--- src/rtl/row_tracker.sv ---
module row_tracker #(
  parameter int NUM_BANKS = 8,
  parameter int ROW_W     = 14,
  parameter int CNT_W     = 8,
  parameter int LAT_W     = 6,
  parameter int T_CL      = 6,
  parameter int T_RCD     = 6,
  parameter int T_RP      = 6,
  localparam int BANK_W   = $clog2(NUM_BANKS)
) (
  input  logic              clk,
  input  logic              rst_n,
  input  logic              req_valid,
  input  logic [BANK_W-1:0] req_bank,
  input  logic [ROW_W-1:0]  req_row,
  input  logic [2:0]        cmd_op,
  input  logic [BANK_W-1:0] cmd_bank,
  input  logic [ROW_W-1:0]  cmd_row,
  input  logic              cnt_clear,
  output logic [1:0]        acc_class,
  output logic [LAT_W-1:0]  acc_lat,
  output logic [2:0]        acc_steps,
  output logic              acc_hit,
  output logic [CNT_W-1:0]  cnt_hit,
  output logic [CNT_W-1:0]  cnt_empty,
  output logic [CNT_W-1:0]  cnt_miss
);
  localparam logic [2:0] OP_ACT = 3'd1, OP_PRE = 3'd2, OP_PREA = 3'd3, OP_REF = 3'd4;
  localparam logic [1:0] C_NONE = 2'd0, C_HIT = 2'd1, C_EMPTY = 2'd2, C_MISS = 2'd3;

  logic [ROW_W-1:0]     row_q   [NUM_BANKS];
  logic [ROW_W-1:0]     row_d   [NUM_BANKS];
  logic [NUM_BANKS-1:0] open_q, open_d;

  for (genvar b = 0; b < NUM_BANKS; b++) begin : g_bank
    wire sel = (cmd_bank == BANK_W'(b));
    always_comb begin
      row_d[b]  = row_q[b];
      open_d[b] = open_q[b];
      case (cmd_op)
        OP_ACT:          if (sel) begin open_d[b] = 1'b1; row_d[b] = cmd_row; end
        OP_PRE:          if (sel) open_d[b] = 1'b0;
        OP_PREA, OP_REF: open_d[b] = 1'b0;
        default: ;
      endcase
    end
    always_ff @(posedge clk) begin
      if (!rst_n) begin
        open_q[b] <= 1'b0;
        row_q[b]  <= '0;
      end else begin
        open_q[b] <= open_d[b];
        row_q[b]  <= row_d[b];
      end
    end
  end

  wire look_open = open_d[req_bank];
  wire look_same = (row_d[req_bank] == req_row);

  assign acc_class = !req_valid ? C_NONE  :
                     !look_open ? C_EMPTY :
                     look_same  ? C_HIT   : C_MISS;
  assign acc_hit   = (acc_class == C_HIT);

  always_comb begin
    case (acc_class)
      C_HIT:   begin acc_lat = LAT_W'(T_CL);              acc_steps = 3'b001; end
      C_EMPTY: begin acc_lat = LAT_W'(T_RCD + T_CL);      acc_steps = 3'b011; end
      C_MISS:  begin acc_lat = LAT_W'(T_RP + T_RCD + T_CL); acc_steps = 3'b111; end
      default: begin acc_lat = '0;                        acc_steps = 3'b000; end
    endcase
  end

  logic [CNT_W-1:0] cnt_q [3];
  for (genvar k = 0; k < 3; k++) begin : g_cnt
    wire bump = (acc_class == 2'(k + 1)) && (cnt_q[k] != {CNT_W{1'b1}});
    always_ff @(posedge clk) begin
      if (!rst_n || cnt_clear) cnt_q[k] <= '0;
      else if (bump)           cnt_q[k] <= cnt_q[k] + 1'b1;
    end
  end

  assign cnt_hit   = cnt_q[0];
  assign cnt_empty = cnt_q[1];
  assign cnt_miss  = cnt_q[2];
endmodule

--- config.mk ---
export PLATFORM = sky130hd
export DESIGN_NAME = row_tracker
export DESIGN_NICKNAME = d
export VERILOG_FILES = /design/src/rtl/row_tracker.sv
export SDC_FILE = /design/constraint.sdc
export NUM_CORES = 1
export LEC_CHECK = 0
export BUFFER_PORTS_ARGS = -buffer_cell sky130_fd_sc_hd__buf_2
export CORE_UTILIZATION = 54
export CTS_BUF_LIST = sky130_fd_sc_hd__clkbuf_4 sky130_fd_sc_hd__clkbuf_8 sky130_fd_sc_hd__clkbuf_16
export CTS_CLUSTER_DIAMETER = 40
export DETAILED_ROUTE_END_ITERATION = 12
export PLACE_DENSITY = 0.76
export SLEW_MARGIN = 5
export SYNTH_ARGS = -nofsm -noshare
export SYNTH_HDL_FRONTEND = slang
export SYNTH_SLANG_ARGS = --single-unit
--- constraint.sdc ---
create_clock -name clk -period 4.15 [get_ports clk]
set_input_delay 0.83 -clock clk [delete_from_list [all_inputs] [get_ports clk]]
set_output_delay 0.83 -clock clk [all_outputs]
set_load 0.05 [all_outputs]
==> summary.md <==
| Metric | Value |
|---|---|
| Post-synth top area cell | dfxtp_1 |
| First-pass GRT wire length | 46340 um |
| Tot GR Track Use | 38.27% |
| Actual slew at the worst max-slew pin | 0.8382 ns |
| Status | finished with violations |
| Final non-filler cell area | 10910 um^2 |
| Chip height | 124.3 um |
| Yosys cell types | 72 |
| # diodes | 0 |
| Worst Hold Class | reg2reg |
| ANT nets after route | 0 |
| Max Cap Viol | 0 |
| Fin util | 75.09% |
| Largest net degree at the start of global routing | 77 |
| Place WS | -0.6856 ns |
| Leakage | 0.004552 uW |
| WS Path Type | in2out |
| Post-Synthesis Cell Area | 8074 um^2 |
| Final Routed Wirelength | 30020 um |
| Most Frequent Cell on Critical Path | buf_4 |
| Cells along the critical path | buf_2 > buf_4 > and2_1 > buf_4 > and3_1 > a211oi_1 > or4_4 > o21a_1 > nor4b_2 > buf_4 > nand4_4 > buf_8 > o31a_4 > buf_8 |
| CP Depth | 14 |
| Routed via count | 9032 |
| Hold path depth | 2 |
| GP Congestion | 0.9662 |
| Area Overhead vs Synth | 35.18% |
| Mean Syn Cell Area | 8.115 um^2 |
| Port bufs | 74 |
| Period utilisation layout | 112.3% |
| Startpoint types | input port |
| Async SR Flop Fraction | 0% |
| Total die area | 15440 um^2 |
| Synth area leaders | dfxtp_1 (30%), edfxtp_1 (8.9%), nand2_1 (8.2%), a21oi_1 (6.3%), clkbuf_1 (3.5%) |
| Worst Path Required | 3.32 ns |
| Worst Setup End Kind | output port |
| CTS buffer count | 17 |
| CTS root buffer | clkbuf_16 |
| DRC | 0 |
| Post-route setup slack | -0.5098 ns |
| CTS tree | done |
| First-pass iteration count of the detailed router | 6 |
| Ys Warns | 0 |
| Initial Util | 55.55% |
| First DRT Iteration DRCs | 1190 |
| Maximum VDD drop | 0.3180 mV |
| Via-per-instance ratio | 6.419 |
| Maximum fanout along the worst path | 8 |
| Synth Instances | 995 |
| Top_reg_cell synth | dfxtp_1 |
| Clock Skew | 0.009173 ns |
| DP Wirelength | 21360 um |
| Die width | 124.3 um |
| Io pins | 77 |
| Fraction of layout cells with a size suffix above 1 | 32.38% |
| Failing checks | negative setup slack |
| Pwr dens | 322.9 nW/um^2 |
| Commonest non-fill, non-tap cell in the layout | buf_4 |
| Critical Path Max Stage Delay | 0.53 ns |
| Nets | 1255 |
| Number of global-route vias before repair | 8716 |
| Final setup fails | 6 |
| CP Buf/Inv Count | 6 |
| Finished Layout Cells | 1407 |
| Register area share after synthesis | 38.68% |
| Congestion Overflow GR | 0 |
| Area after DPL | 9920 um^2 |
| Post-synth EDFFs | 24 |
| Synth top area share | 29.75% |
| Most frequent cells in the layout | buf_4 (208), nand2_1 (175), dfxtp_1 (120), a21oi_1 (100), buf_2 (62) |
| DR WL/cell | 21.34 um |
| Final Max Tran Viols | 0 |
| Core area | 14530 um^2 |
| H-tree level count | 4 |
| Slowest-stage cell, CP | or4_4 |
| Filler cells | 1085 |
| Slew headroom | 44.12% |
| Hold slack | 0.4534 ns |
| Fin crit period | 4.660 ns |
| RSZ-0062 raised after global routing | true |
| F_max | 0.2146 GHz |
| Row count | 44 |
| Clock latency on the worst-skew pair | 0.44 ns |
| #FFs+latches synth | 144 |
| Worst reg2reg path depth | 10 |
| Clock-pin slew on the worst setup and hold paths | 0.06 ns |
| CP Data Arrival Time | 3.83 ns |
| Top cell family by delay on the critical path | simple AND/OR/NAND/NOR gates |
| Initial antenna violation count | 1 |
| Final hold vios | 0 |
| Clock Path Buffers | 2 |
| Sinks on Clock Net | 144 |
| Cells after DPL | 1362 |
[timing repair]
action / 4_1_cts / 5_1_grt
resized for setup: 52 / 38
pin swaps: 19 / 18
cloned: 1 / 0
setup buffers: 10 / 5
hold buffers: 0 / 0
endpoints found under the setup margin: 9 / 9
[per-stage QoR]
stage          TNS (ns)  power, uW
3_5_place_dp     -4.389       2013
4_1_cts          -2.764       3494
3_3_place_gp     -3.732       2006
6_report         -2.775       3525
2_1_floorplan    -3.891       1787
5_1_grt          -3.274       3610
[flip-flops by register name, indices dropped and copies added (netlist names)]
signal / count
row_q: 112
cnt_q: 24
open_q: 8
[final cells by class]
cell class	instances	area (um^2)	share of cell area, %
clock buffers	21	480.5	4.402
clock inverters	10	86.33	0.7910
inverters	9	35.03	0.3210
multi-input cells	743	4723	43.28
flip-flops and latches	144	3123	28.61
well taps	184	230.2	2.109
repair buffers	296	2236	20.49
[worst min-delay path, stage by stage (launching register included)]
cell and delay [ns]:
dfxtp_1 0.30, nand2_1 0.05, a21oi_1 0.05
[Yosys cell counts (13+ instances only)]
| cell | count |
|---|---|
| nand2_1 | 176 |
| dfxtp_1 | 120 |
| a21oi_1 | 101 |
| clkbuf_1 | 75 |
| nor2_1 | 53 |
| a211oi_1 | 35 |
| nand4_1 | 32 |
| and3_1 | 29 |
| nand3_1 | 29 |
| o31ai_1 | 28 |
| edfxtp_1 | 24 |
| mux2i_1 | 23 |
| o21ai_0 | 21 |
| a31oi_1 | 18 |
| buf_2 | 16 |
| or4_1 | 14 |
| o211ai_1 | 13 |
[final timing paths]
check / start / endpoint / slack (ns)
setup / recovery: cmd_bank[0] / acc_steps[1] / -0.51
hold / removal: row_q[0][0]$_SDFF_PN0_ / row_q[0][0]$_SDFF_PN0_ / 0.45
setup reg to reg: row_q[0][32]$_SDFF_PN0_ / cnt_q[0][4]$_SDFFCE_PN0P_ / 1.30
hold reg to reg: row_q[0][0]$_SDFF_PN0_ / row_q[0][0]$_SDFF_PN0_ / 0.45
[report_power, final]
| group | internal [uW] | total (uW) | switching [uW] |
|---|---|---|---|
| Sequential | 1440 | 1460 | 18.4 |
| Clock | 878 | 1480 | 603 |
| Combinational | 224 | 584 | 360 |
| Total | 2540 | 3520 | 981 |
[kinds of logic after synthesis]
logic type / after synthesis / share of synthesized area, %
flops: 144 / 38.68
simple gates: 428 / 27.97
other cells: 1 / 0.04645
mux: 29 / 3.828
compound gates: 263 / 21.23
buf+inv: 109 / 5.827
fa+ha+maj: 3 / 0.4649
xor+xnor: 18 / 1.953
[routing by layer]
metal  up-vias  wire length (um)  global-route usage, %
li1       4079                 -                      -
met1      4209             11600                  48.15
met2       598             13690                  60.48
met3       144              3188                  8.892
met4         2              1539                  21.12
met5         -                13                      0
Power figures use the tool's default switching activity.
